**config.mk**
```make
export PLATFORM = sky130hd
export DESIGN_NAME = wdt_keyed_top
export DESIGN_NICKNAME = d
export VERILOG_FILES = /design/src/rtl/wdt_pkg.sv /design/src/rtl/wdt_key_seq.sv /design/src/rtl/wdt_counter.sv /design/src/rtl/wdt_srst.sv /design/src/rtl/wdt_keyed_top.sv
export SDC_FILE = /design/constraint.sdc
export NUM_CORES = 1
export LEC_CHECK = 0
export CORE_MARGIN = 2
export CORE_UTILIZATION = 34
export DETAILED_ROUTE_END_ITERATION = 12
export PLACE_DENSITY = 0.62
export SYNTH_ARGS = -nofsm -noshare
export SYNTH_HDL_FRONTEND = slang
export SYNTH_HIERARCHICAL = 1
export SYNTH_SLANG_ARGS = --single-unit
```
**constraint.sdc**
```tcl
create_clock -name clk -period 2.39 [get_ports clk]
set_clock_uncertainty 0.1 [all_clocks]
set_input_delay 0.5975 -clock clk [delete_from_list [all_inputs] [get_ports clk]]
set_output_delay 0.5975 -clock clk [all_outputs]
set_load 0.05 [all_outputs]
```
**src/rtl/wdt_pkg.sv**
```systemverilog
package wdt_pkg;
  localparam int WDT_W = 32;

  localparam logic [7:0] OFS_CTRL  = 8'h10;
  localparam logic [7:0] OFS_STAT  = 8'h14;
  localparam logic [7:0] OFS_COUNT = 8'h28;
  localparam logic [7:0] OFS_LOAD  = 8'h2C;
  localparam logic [7:0] OFS_PEND  = 8'h34;
  localparam logic [7:0] OFS_RUN   = 8'h48;

  localparam logic [WDT_W-1:0] KEY_STOP_A  = 32'h0000_AAAA;
  localparam logic [WDT_W-1:0] KEY_STOP_B  = 32'h0000_5555;
  localparam logic [WDT_W-1:0] KEY_START_A = 32'h0000_BBBB;
  localparam logic [WDT_W-1:0] KEY_START_B = 32'h0000_4444;

  typedef enum logic [1:0] {KS_IDLE, KS_STOP1, KS_START1} key_st_e;

  typedef struct packed {
    key_st_e nxt;
    logic    stop;
    logic    start;
  } key_res_t;

  function automatic key_res_t key_step(key_st_e st, logic [WDT_W-1:0] w);
    key_res_t r;
    r.nxt = KS_IDLE;
    r.stop = 1'b0;
    r.start = 1'b0;
    if (w == KEY_STOP_A)
      r.nxt = KS_STOP1;
    else if (w == KEY_START_A)
      r.nxt = KS_START1;
    else if (w == KEY_STOP_B && st == KS_STOP1)
      r.stop = 1'b1;
    else if (w == KEY_START_B && st == KS_START1)
      r.start = 1'b1;
    return r;
  endfunction

  // {carry, incremented value}
  function automatic logic [WDT_W:0] cnt_step(logic [WDT_W-1:0] c);
    return {1'b0, c} + {{WDT_W{1'b0}}, 1'b1};
  endfunction
endpackage

```
**src/rtl/wdt_key_seq.sv**
```systemverilog
module wdt_key_seq
  import wdt_pkg::*;
#(
  parameter int COMMIT_CYC = 4
) (
  input  logic             clk,
  input  logic             rst_n,
  input  logic             clr_i,
  input  logic             wr_i,
  input  logic [WDT_W-1:0] data_i,
  output logic             pending_o,
  output logic             enabled_o,
  output logic             start_evt_o,
  output logic [WDT_W-1:0] shown_o
);
  localparam int CW = $clog2(COMMIT_CYC + 1);
  localparam logic [CW-1:0] CYC_V = CW'(COMMIT_CYC);
  localparam logic [CW-1:0] ONE_V = CW'(1);

  logic [CW-1:0]    cnt_q;
  logic [WDT_W-1:0] stage_q;
  logic [WDT_W-1:0] shown_q;
  key_st_e          state_q;
  logic             en_q;
  logic             accept;
  logic             commit;
  key_res_t         kr;

  assign accept = wr_i && (cnt_q == '0);
  assign commit = (cnt_q == ONE_V);
  assign kr     = key_step(state_q, stage_q);

  always_ff @(posedge clk or negedge rst_n) begin
    if (!rst_n) begin
      cnt_q <= '0;
      stage_q <= '0;
      shown_q <= '0;
      state_q <= KS_IDLE;
      en_q <= 1'b1;
    end else if (clr_i) begin
      cnt_q <= '0;
      stage_q <= '0;
      shown_q <= '0;
      state_q <= KS_IDLE;
      en_q <= 1'b1;
    end else begin
      if (accept) begin
        cnt_q <= CYC_V;
        stage_q <= data_i;
      end else if (cnt_q != '0) begin
        cnt_q <= cnt_q - ONE_V;
      end
      if (commit) begin
        state_q <= kr.nxt;
        shown_q <= stage_q;
        if (kr.stop) en_q <= 1'b0;
        if (kr.start) en_q <= 1'b1;
      end
    end
  end

  assign pending_o   = (cnt_q != '0);
  assign enabled_o   = en_q;
  assign start_evt_o = commit && kr.start;
  assign shown_o     = shown_q;


  busy_wr_ignored_chk: assert property (@(posedge clk) disable iff (!rst_n || clr_i)
    (wr_i && pending_o) |=> $stable(stage_q));

  stop_needs_order_chk: assert property (@(posedge clk) disable iff (!rst_n || clr_i)
    $fell(en_q) |-> $past(state_q == KS_STOP1 && commit));

  pend_from_write_chk: assert property (@(posedge clk) disable iff (!rst_n || clr_i)
    $rose(pending_o) |-> $past(wr_i));

  pend_ends_chk: assert property (@(posedge clk) disable iff (!rst_n || clr_i)
    commit |=> !pending_o);
endmodule

```
**src/rtl/wdt_counter.sv**
```systemverilog
module wdt_counter
  import wdt_pkg::*;
#(
  parameter logic [WDT_W-1:0] LOAD_DEF = 32'hFFFF_0000
) (
  input  logic             clk,
  input  logic             rst_n,
  input  logic             clr_i,
  input  logic             run_i,
  input  logic             start_i,
  input  logic [WDT_W-1:0] load_i,
  output logic [WDT_W-1:0] cnt_o,
  output logic             expire_o
);
  logic [WDT_W-1:0] cnt_q;
  logic             exp_q;
  logic [WDT_W:0]   step;
  logic             wrap_evt;

  assign step     = cnt_step(cnt_q);
  assign wrap_evt = run_i && !start_i && step[WDT_W];

  always_ff @(posedge clk or negedge rst_n) begin
    if (!rst_n) begin
      cnt_q <= LOAD_DEF;
      exp_q <= 1'b0;
    end else if (clr_i) begin
      cnt_q <= LOAD_DEF;
      exp_q <= 1'b0;
    end else if (start_i) begin
      cnt_q <= load_i;
      exp_q <= 1'b0;
    end else if (run_i) begin
      cnt_q <= wrap_evt ? load_i : step[WDT_W-1:0];
      exp_q <= wrap_evt;
    end else begin
      exp_q <= 1'b0;
    end
  end

  assign cnt_o    = cnt_q;
  assign expire_o = exp_q;


  wrap_reload_chk: assert property (@(posedge clk) disable iff (!rst_n || clr_i)
    (run_i && !start_i && cnt_q == '1) |=> (exp_q && cnt_q == $past(load_i)));

  pulse_only_on_wrap_chk: assert property (@(posedge clk) disable iff (!rst_n || clr_i)
    $rose(exp_q) |-> $past(cnt_q == '1));

  stopped_holds_chk: assert property (@(posedge clk) disable iff (!rst_n || clr_i)
    (!run_i && !start_i) |=> ($stable(cnt_q) && !exp_q));
endmodule

```
**src/rtl/wdt_srst.sv**
```systemverilog
module wdt_srst #(
  parameter int SRST_CYC = 8
) (
  input  logic clk,
  input  logic rst_n,
  input  logic start_i,
  output logic busy_o,
  output logic done_o
);
  localparam int SW = $clog2(SRST_CYC + 1);
  localparam logic [SW-1:0] LEN_V = SW'(SRST_CYC);
  localparam logic [SW-1:0] ONE_V = SW'(1);

  logic [SW-1:0] left_q;

  always_ff @(posedge clk or negedge rst_n) begin
    if (!rst_n) left_q <= '0;
    else if (left_q != '0) left_q <= left_q - ONE_V;
    else if (start_i) left_q <= LEN_V;
  end

  assign busy_o = (left_q != '0);
  assign done_o = !busy_o;


  srst_started_chk: assert property (@(posedge clk) disable iff (!rst_n)
    $rose(busy_o) |-> $past(start_i));

  srst_finishes_chk: assert property (@(posedge clk) disable iff (!rst_n)
    (left_q == ONE_V) |=> done_o);
endmodule

```
**src/rtl/wdt_keyed_top.sv**
```systemverilog
module wdt_keyed_top
  import wdt_pkg::*;
#(
  parameter int               COMMIT_CYC = 4,
  parameter int               SRST_CYC   = 8,
  parameter logic [WDT_W-1:0] LOAD_DEF   = 32'hFFFF_0000
) (
  input  logic             clk,
  input  logic             rst_n,
  input  logic             wr_en,
  input  logic [7:0]       addr,
  input  logic [WDT_W-1:0] wdata,
  output logic [WDT_W-1:0] rdata,
  output logic             wdt_rst_req
);
  logic             srst_busy;
  logic             srst_done;
  logic             wr_ok;
  logic             run_wr;
  logic             srst_go;
  logic             pending;
  logic             enabled;
  logic             start_evt;
  logic [WDT_W-1:0] shown;
  logic [WDT_W-1:0] load_q;
  logic [WDT_W-1:0] cnt;

  assign wr_ok   = wr_en && !srst_busy;
  assign run_wr  = wr_ok && (addr == OFS_RUN);
  assign srst_go = wr_ok && (addr == OFS_CTRL) && wdata[1];

  always_ff @(posedge clk or negedge rst_n) begin
    if (!rst_n) load_q <= LOAD_DEF;
    else if (srst_busy) load_q <= LOAD_DEF;
    else if (wr_ok && addr == OFS_LOAD) load_q <= wdata;
  end

  wdt_srst #(.SRST_CYC(SRST_CYC)) u_srst (
    .clk(clk), .rst_n(rst_n), .start_i(srst_go),
    .busy_o(srst_busy), .done_o(srst_done)
  );

  wdt_key_seq #(.COMMIT_CYC(COMMIT_CYC)) u_keys (
    .clk(clk), .rst_n(rst_n), .clr_i(srst_busy), .wr_i(run_wr),
    .data_i(wdata), .pending_o(pending), .enabled_o(enabled),
    .start_evt_o(start_evt), .shown_o(shown)
  );

  wdt_counter #(.LOAD_DEF(LOAD_DEF)) u_cnt (
    .clk(clk), .rst_n(rst_n), .clr_i(srst_busy), .run_i(enabled),
    .start_i(start_evt), .load_i(load_q), .cnt_o(cnt), .expire_o(wdt_rst_req)
  );

  always_comb begin
    rdata = '0;
    case (addr)
      OFS_STAT:  rdata = {{(WDT_W-1){1'b0}}, srst_done};
      OFS_COUNT: rdata = cnt;
      OFS_LOAD:  rdata = load_q;
      OFS_PEND:  rdata = {{(WDT_W-5){1'b0}}, pending, 4'b0000};
      OFS_RUN:   rdata = shown;
      default:   rdata = '0;
    endcase
  end


  rearm_after_srst_chk: assert property (@(posedge clk) disable iff (!rst_n)
    $fell(srst_busy) |-> (enabled && load_q == LOAD_DEF && cnt == LOAD_DEF));

  no_write_in_srst_chk: assert property (@(posedge clk) disable iff (!rst_n)
    srst_busy |=> !pending);
endmodule

```
==> results of run 1 <==
-- final timing paths --
check / to / slack [ps] / cells past startpoint
min in group clk: u_keys/shown_o[1] / 440 / 1
hold reg to reg: u_keys/shown_o[1] / 440 / 1
setup reg to reg: u_keys/cnt_q[2] / -230 / 18
setup / recovery: rdata[4] / -420 / 8
max in group asynchronous: load_q[23] / 1520 / 2
hold / removal: load_q[5] / -10 / 1
-- cells in the final DEF (no fill, tap or decap), types with 25 or more instances in the layout --
cell type / Yosys / routed
buf_4: 4 / 112
dfrtp_1: 106 / 106
inv_1: 36 / 33
clkdlybuf4s50_1: 0 / 34
dfstp_2: 33 / 33
nand2_1: 26 / 25
a22o_1: 67 / 67
a221o_2: 0 / 31
nor2_1: 36 / 30
buf_12: 0 / 44
nor3_4: 2 / 29
-- metal layers --
metal / vias to the layer above / part of all wire
met3: 74 / 0.070
met2: 365 / 0.47
met5: - / 0
met4: 0 / 0.039
li1: 3151 / -
met1: 3616 / 0.42
-- state kept, by name, indices dropped and copies added, names as in the netlist --
name,flops
load_q,32
u_cnt/cnt_o,32
u_keys/shown_o,32
u_keys/stage_q,32
u_srst/left_q,4
u_keys/cnt_q,3
u_keys/state_q,2
u_cnt/expire_o,1
u_keys/enabled_o,1
-- layout make-up --
cell class / instances / area share
Timing Repair Buffer: 228 / 0.227
Multi-Input combinational cell: 484 / 0.373
Clock inverter: 15 / 0.0122
Clock buffer: 17 / 0.0371
Antenna cell: 1 / 0.000218
Inverter: 37 / 0.0126
Tap cell: 280 / 0.0306
Sequential cell: 139 / 0.307
-- per-stage QoR --
step | util | worst slack [ps] | instances | setup TNS (ps) | area (sq um)
floorplan | - | -92.9 | 702 | -1970 | 7750
detailed placement | 0.449 | -726 | 1114 | -41550 | 9770
global route | 0.527 | -479 | 1200 | -13920 | 11500
global placement | 0.449 | -702 | 1114 | -40270 | 9770
CTS | 0.509 | -430 | 1187 | -10960 | 11100
finish | 0.527 | -423 | 1201 | -11280 | 11500
-- logic make-up after synthesis --
family,after synthesis,synth area share
xor+xnor,9,0.0105
flops,139,0.468
simple gates,251,0.214
buf+inv,86,0.0491
compound gates,185,0.212
fa+ha+maj,4,0.00665
mux,28,0.0401
-- what timing repair did --
action | 4_1_cts | 5_1_grt
hold buffers | 0 | 0
pin swaps | 20 | 44
gates resized for setup | 103 | 71
gates cloned | 12 | 4
endpoints found under the setup margin | 82 | 98
buffers inserted | 30 | 12
-- power by group through the flow --
stage	logic, uW	clock network, uW	registers (uW)
6_report	2220	2580	3050
5_1_grt	2340	2710	3070
4_1_cts	1940	2590	3020
3_5_place_dp	1590	0	3050
3_3_place_gp	1560	0	3050
2_1_floorplan	855	0	2960
==> results.yml, run 1 <==
run_status:
  outcome: "finished with violations"
  violations: "hold timing, setup timing"
yosys:
  ys_seq_elements: 139
  ys_async_sr_fraction: 1.00
  synth.distinct_cells: 82
  synth_top_cell_area_share: 0.353
  synth_area_leaders: "dfrtp_1 35%, dfstp_2 12%, a22o_1 7.8%"
  yosysSeqAreaShare: 0.468
  syn_area_sq_um: 7520
  synth.most_common_cell: "dfrtp_1"
  syn_nets: 749
  synth_edf_count: 0
  synth_common_cells: "106 x dfrtp_1, 67 x a22o_1, 51 x nor3_1, 48 x a221o_1"
  yosys_warnings: 6
  avgSynthCellArea_sq_um: 10.7
  yosysTopAreaCell: "dfrtp_1"
  ys.flop_type: "dfrtp_1"
  netlist_instances: 702
setup_path:
  end_kind: "output port"
  crit_top_cell: "inv_2"
  r2r-start: "u_keys/cnt_q[0]"
  cp-start-kind: "register"
  cp.required_ps: 1690
  path_class: "register to output port"
  cp-startpoint: "u_keys/cnt_q[0]"
  cp_top_family: "compound AO/OA/AOI/OAI gates"
  worstPathCellList: "inv_2 -> ha_4 -> nor2b_4 -> inv_2 -> and3_4 -> a22o_1 -> a221o_2 -> buf_12"
  worstPathArrival_ps: 2120
  cpPeakStageDelay_ps: 410
  critPathBufInv: 3
  worstPathMaxFanout: 2
  crit_slowest_cell: "dfrtp_1"
power_and_ir_drop:
  power_frac_clock: 0.328
  power_frac_comb: 0.283
  pwr-share-seq: 0.388
  ir_drop_uv: 672
  p_switching_uw: 2600
  p_leak_uw: 0.00532
  powerDensity_nw_per_um2: 685
  power_uw: 7840
  internal-power_uw: 5250
  p_sw_frac: 0.331
placement:
  place_congestion: 0.908
  portBuffers: 75
  dp_hpwl_um: 17900
timing:
  period_minus_slack_ps: 2810
  slew_headroom: 0.494
  timing.final.ws_setup_ps: -423
  worst_pin_slew_ps: 755
  min_period_over_period: 1.18
  holdWs_ps: -12.4
  hold_viol: 3
  rsz0062_at_grt: "true"
  setup_viol: 50
  slew_viol_final: 0
  fmax_mhz: 356
final_layout:
  register_area_sq_um: 3520
  multi_input_area_sq_um: 4270
  drive_above_1_share: 0.438
  layout.nets: 954
  areaGrowthSynthToFinish_pct: 52.3
  fillers: 1844
routing:
  drc: 0
  drt_first_iter_violations: 856
  num_vias: 7206
  vias_per_cell: 6.00
  antenna_left: 0
  drt-wirelength-per-cell_um: 23.7
  drt-total-wl_um: 28400
  detail_route.first_pass.iterations: 5
die:
  io_pins: 76
  die_x_um: 153
  core-area_sq_um: 21800
  dieHeight_um: 153
  initial_utilization: 0.346
  rows: 54
  dieArea_sq_um: 23300
flow_run:
  cap_violations: 0
clock_network:
  cts.path.max_buffers: 2
  clk_pin_slew_worst_paths_ps: 70
  cts_tree: "built"
  clk_latency_ps: 430
  cts_sinks: 139
  cts_root_buffer: "clkbuf_16"
  cts_inserted_buffers: 17
  htreeDepth: 4
global_route:
  antenna_found_initial: 0
  grt_pass1_vias: 7156
  track_usage: 0.236
  gr-usage-met1: 0.320
  met2_usage: 0.373
  grt_pass1_wl_um: 42400
  met3_usage: 0.0449
  gr-total-overflow: 0
  busiest_layer: "met2"
  grt_max_degree: 45
min_path:
  hold_class: "input port to asynchronous set/reset pin"
(Power assumes the default switching activity.)
==> run 2, diff against run 1 <==
--- a/config.mk
+++ b/config.mk
@@ -5,11 +5,11 @@
 export SDC_FILE = /design/constraint.sdc
 export NUM_CORES = 1
 export LEC_CHECK = 0
+export ABC_AREA = 1
 export CORE_MARGIN = 2
 export CORE_UTILIZATION = 34
 export DETAILED_ROUTE_END_ITERATION = 12
 export PLACE_DENSITY = 0.62
 export SYNTH_ARGS = -nofsm -noshare
 export SYNTH_HDL_FRONTEND = slang
-export SYNTH_HIERARCHICAL = 1
 export SYNTH_SLANG_ARGS = --single-unit
==> run 2 against run 1 <==
Net effect:
- the flow finishes with violations (setup timing)
- cell count rose by 22%
- sequential power rose by 15%
- sequential share of layout area rose by 1.1 points
- cell area fell by 3.4%
- via count rose by 6.4%
- area after synthesis rose by 2.6%
- largest cell class unchanged
==> results.yml, run 2 <==
yosys:
  synth_top_cell_area_share: 0.344
  yosysTopAreaCell: "dfrtp_1"
  netlist_instances: 1046
  ys.flop_type: "dfrtp_1"
  yosys_warnings: 0
  ys_seq_elements: 139
  synth.distinct_cells: 36
  ys_async_sr_fraction: 1.00
  synth_edf_count: 0
  syn_nets: 1093
  synth_common_cells: "281 x nand2_1, 144 x inv_1, 106 x dfrtp_1, 98 x nor2_1, 93 x nand3_1"
  avgSynthCellArea_sq_um: 7.38
  syn_area_sq_um: 7720
  synth_area_leaders: "dfrtp_1 34%, nand2_1 14%, dfstp_2 11%"
  yosysSeqAreaShare: 0.456
  synth.most_common_cell: "nand2_1"
power_and_ir_drop:
  internal-power_uw: 5330
  pwr-share-seq: 0.393
  p_sw_frac: 0.401
  power_uw: 8910
  p_switching_uw: 3580
  power_frac_clock: 0.278
  powerDensity_nw_per_um2: 805
  power_frac_comb: 0.329
  ir_drop_uv: 541
  p_leak_uw: 0.00485
setup_path:
  cp.required_ps: 1690
  cp-start-kind: "input port"
  worstPathMaxFanout: 7
  path_class: "input port to output port"
  rrSetupSlack_ps: 150
  end_kind: "output port"
  worstPathArrival_ps: 1910
min_path:
  hold_class: "input port to asynchronous set/reset pin"
routing:
  drt-wirelength-per-cell_um: 18.3
  detail_route.first_pass.iterations: 5
  num_vias: 7669
  drc: 0
  drt-total-wl_um: 26900
  antenna_left: 0
  drt_first_iter_violations: 680
  vias_per_cell: 5.22
clock_network:
  hold_buffers: 0
  cts_sinks: 139
  cts_tree: "built"
  cts.path.max_buffers: 2
  clk_latency_ps: 430
  clk_pin_slew_worst_paths_ps: 70
  cts_root_buffer: "clkbuf_16"
  htreeDepth: 4
  cts_inserted_buffers: 17
global_route:
  antenna_found_initial: 0
  grt_pass1_wl_um: 42000
  grt_pass1_vias: 7478
  gr-total-overflow: 0
  track_usage: 0.228
  grt_max_degree: 58
die:
  die_x_um: 155
  initial_utilization: 0.344
  dieHeight_um: 155
  rows: 55
  io_pins: 76
  dieArea_sq_um: 23900
  core-area_sq_um: 22400
timing:
  fmax_mhz: 384
  timing.final.ws_setup_ps: -215
  hold_viol: 0
  slew_viol_final: 0
  slew_headroom: 0.586
  holdWs_ps: 58.7
  worst_pin_slew_ps: 621
  min_period_over_period: 1.09
  setup_viol: 32
  finalSetupTns_ps: -4570
  period_minus_slack_ps: 2600
  rsz0062_at_grt: "true"
final_layout:
  layout_commonest_cell: "nand2_1"
  drive_above_1_share: 0.229
  layout.nets: 1218
  areaGrowthSynthToFinish_pct: 43.4
  num_antenna_cells: 0
  final_cell_mix: "258 x nand2_1, 136 x inv_1, 106 x dfrtp_1"
  utilization: 0.493
placement:
  portBuffers: 75
  place_congestion: 0.907
  dp_hpwl_um: 19600
flow_run:
  cap_violations: 0
run_status:
  outcome: "finished with violations"
  violations: "setup timing"
-- run 2: changes by cell type in the layout (fill, tap and decap cells not counted), sizes merged, moves of 30 or more --
| cell | delta |
|---|---|
| a221o | -48 |
| a22o | -69 |
| buf | -75 |
| inv | +110 |
| nand2 | +257 |
| nand3 | +82 |
| nor2 | +64 |
| nor3 | -44 |
| o21ai | +91 |
| o221ai | +30 |
| o22ai | +31 |
-- run 2: worst paths after layout --
| check | cells past startpoint | endpoint | startpoint |
|---|---|---|---|
| setup / recovery | 7 | rdata[16] | addr[5] |
| max in group asynchronous | 2 | load_q[22] | rst_n |
| min in group clk | 1 | u_srst.left_q[0] | u_srst.left_q[0] |
| hold reg to reg | 1 | u_srst.left_q[0] | u_srst.left_q[0] |
| setup reg to reg | 11 | u_cnt.cnt_o[12] | u_keys.stage_q[6] |
| hold / removal | 1 | load_q[2] | rst_n |
-- run 2: per-layer routing --
metal / wire length (um) / up-vias / track usage
met1: 12300 / 3736 / 0.315
met5: 0 / - / 0
met4: 682 / 0 / 0.0767
met2: 12800 / 214 / 0.371
met3: 1100 / 40 / 0.0303
li1: - / 3679 / -
-- run 2: cell type report --
cell class,count,area [sq um]
fillers,2081,11400
multi-input cells,712,4130
flip-flops and latches,139,3520
repair buffers,152,1930
inverters,147,568
clock buffers,18,429
well taps,285,357
clock inverters,14,113
repair inverters,2,15.0
-- run 2: power groups by stage --
stage | Combinational [uW] | Clock (uW) | Sequential (uW)
2_1_floorplan | 1800 | 0 | 3310
5_1_grt | 3240 | 2620 | 3560
4_1_cts | 2900 | 2510 | 3480
6_report | 2930 | 2480 | 3500
3_3_place_gp | 2780 | 0 | 3490
3_5_place_dp | 2820 | 0 | 3500
-- run 2: metrics by stage --
stage,instance area [sq um],cells,worst slack [ps]
after floorplan,8210,1046,-311
after global placement,9960,1415,-633
after detailed placement,9960,1415,-668
after CTS,11000,1465,-237
after global routing,11100,1469,-304
final,11100,1469,-215
-- run 2: critical path, cell delays in order --
cell       delay, ps
buf_6             90
buf_6            110
nor4_4           220
nand2_2          100
buf_12           150
o211ai_1         370
clkbuf_16        250
-- run 2: repair_timing --
| action | in CTS | in global routing |
|---|---|---|
| gates cloned | 3 | 2 |
| buffers inserted | 15 | 3 |
| gates resized for setup | 110 | 15 |
| setup endpoints to repair | 32 | 53 |
| pin swaps | 19 | 11 |
-- run 2: cell families (layout without fill, tap and decap cells) --
logic type      count (synthesis)  count (layout)  share of synthesized area
simple gates                  518             518                      0.286
buf+inv                       195             333                      0.100
compound gates                177             177                      0.137
flops                         139             139                      0.456
xor+xnor                       13              13                     0.0148
fa+ha+maj                       4               4                    0.00648
==> run 3, diff against run 2 <==
--- a/config.mk
+++ b/config.mk
@@ -8,7 +8,9 @@
 export ABC_AREA = 1
 export CORE_MARGIN = 2
 export CORE_UTILIZATION = 34
+export CTS_CLUSTER_DIAMETER = 50
 export DETAILED_ROUTE_END_ITERATION = 12
+export HOLD_SLACK_MARGIN = 0.08
 export PLACE_DENSITY = 0.62
 export SYNTH_ARGS = -nofsm -noshare
 export SYNTH_HDL_FRONTEND = slang
==> run 3 against run 2 <==
Net effect:
- sequential power about the same
- register-to-register slack about the same
- critical endpoint unchanged
- hold slack better by 320 ps
- critical path type unchanged
- highest routed layer unchanged
- sequential share of layout area hardly changed
- largest power group unchanged
- count of clock-buffer cells in the layout did not move
- the run still ends with setup timing left
==> results.yml, run 3 (same netlist as run 2, synthesis figures left out) <==
run_status:
  outcome: "finished with violations"
  violations: "setup timing"
timing:
  min_period_over_period: 1.09
  fmax_mhz: 384
  slew_viol_final: 0
  worst_pin_slew_ps: 619
  hold_viol: 0
  rsz0062_at_grt: "true"
  holdWs_ps: 382
  period_minus_slack_ps: 2600
  timing.final.ws_setup_ps: -214
  slew_headroom: 0.587
  setup_viol: 32
clock_network:
  cts_inserted_buffers: 17
  htreeDepth: 4
  cts.path.max_buffers: 2
  cts_tree: "built"
  cts_sinks: 139
  clk_pin_slew_worst_paths_ps: 70
  cts_root_buffer: "clkbuf_16"
  clk_latency_ps: 430
final_layout:
  utilization: 0.494
  num_antenna_cells: 0
  register_area_sq_um: 3520
  fillers: 2080
  final_cell_mix: "258 x nand2_1, 136 x inv_1, 106 x dfrtp_1"
  layout.nets: 1219
  drive_above_1_share: 0.229
  areaGrowthSynthToFinish_pct: 43.5
  layout_commonest_cell: "nand2_1"
  stdcell_count: 1470
  multi_input_area_sq_um: 4130
die:
  rows: 55
  initial_utilization: 0.344
  dieHeight_um: 155
  die_x_um: 155
  io_pins: 76
  dieArea_sq_um: 23900
  core-area_sq_um: 22400
global_route:
  gr-total-overflow: 0
  met3_usage: 0.0303
  grt_max_degree: 58
  busiest_layer: "met2"
  track_usage: 0.228
  antenna_found_initial: 0
  grt_pass1_wl_um: 42000
  gr-usage-met1: 0.315
  grt_pass1_vias: 7480
  met2_usage: 0.371
setup_path:
  crit_path_end: "rdata[16]"
  cpPeakStageDelay_ps: 370
  path_class: "input port to output port"
  r2r_end: "u_cnt.cnt_o[12]"
  cp-start-kind: "input port"
  r2r_cells: 11
  crit_slowest_cell: "o211ai_1"
  cp-startpoint: "addr[5]"
  end_kind: "output port"
  worstPathMaxFanout: 7
  crit_top_cell: "buf_6"
  worstPathCellList: "buf_6 -> buf_6 -> nor4_4 -> nand2_2 -> buf_12 -> o211ai_1 -> clkbuf_16"
  r2r-start: "u_keys.stage_q[6]"
  worstPathArrival_ps: 1910
  rrSetupSlack_ps: 160
  cp.required_ps: 1690
placement:
  place_congestion: 0.907
  place_ws_ps: -668
  placedCellCount: 1415
  portBuffers: 75
  dp_hpwl_um: 19600
routing:
  num_vias: 7650
  drt-wirelength-per-cell_um: 18.3
  vias_per_cell: 5.20
  drt-total-wl_um: 26900
  drt_first_iter_violations: 722
  antenna_left: 0
  drc: 0
  detail_route.first_pass.iterations: 6
min_path:
  hold_class: "register to register"
flow_run:
  cap_violations: 0
power_and_ir_drop:
  p_leak_uw: 0.00486
  ir_drop_uv: 535
  powerDensity_nw_per_um2: 804
## run 3: changes by cell type in the layout (fill, tap and decap cells not counted), sizes merged
cell | before | now
dlygate4sd3 | 0 | 1
## run 3: stage by stage
step	area (sq um)	total power [uW]	TNS [ps]
floorplan	8210	5100	-5030
global placement	9960	6260	-28870
detailed placement	9960	6320	-32010
CTS	11000	8890	-4690
global route	11100	9420	-6780
finish	11100	8900	-4580
## run 3: how the worst min path moves through the flow
stage	cells after the start	startpoint	end
floorplan	0	rst_n	load_q[0]
global placement	2	load_q[29]	load_q[29]
detailed placement	2	load_q[29]	load_q[29]
CTS	2	load_q[16]	load_q[16]
global route	2	load_q[21]	load_q[21]
finish	1	u_srst.left_q[0]	u_srst.left_q[0]
## run 3: report_power, final
part | switching, uW | leakage, uW | internal (uW)
logic | 1970 | 0.00283 | 948
clock network | 1130 | 0.000261 | 1350
registers | 466 | 0.00177 | 3040
total | 3570 | 0.00486 | 5340
## run 3: critical path: cells and delay by family
kind | cells | cell delay [ps]
AOI/OAI and AO/OA | 1 | 370
and+or+nand+nor | 2 | 320
buffers and inverters | 4 | 600
## run 3: timing repair
action                                  CTS  global route
cloned                                    3             2
pin swaps                                19            11
hold buffers                              1             0
endpoints found under the setup margin   32            53
hold endpoints to repair                 13             0
setup buffers                            15             3
gates resized for setup                 110            15
## run 3: layer usage
metal | wire, um | up-vias
met5 | 0 | -
met4 | 677 | 0
met3 | 1180 | 39
met2 | 12800 | 217
met1 | 12200 | 3722
li1 | - | 3672
## run 3: area by class of cell
cell class / instances / share of cell area
clock buffer: 18 / 0.0387
clock inverter: 14 / 0.0102
inverter: 147 / 0.0513
multi-input combinational: 712 / 0.373
sequential: 139 / 0.318
tap: 285 / 0.0322
timing repair buffer: 153 / 0.175
timing repair inverter: 2 / 0.00136
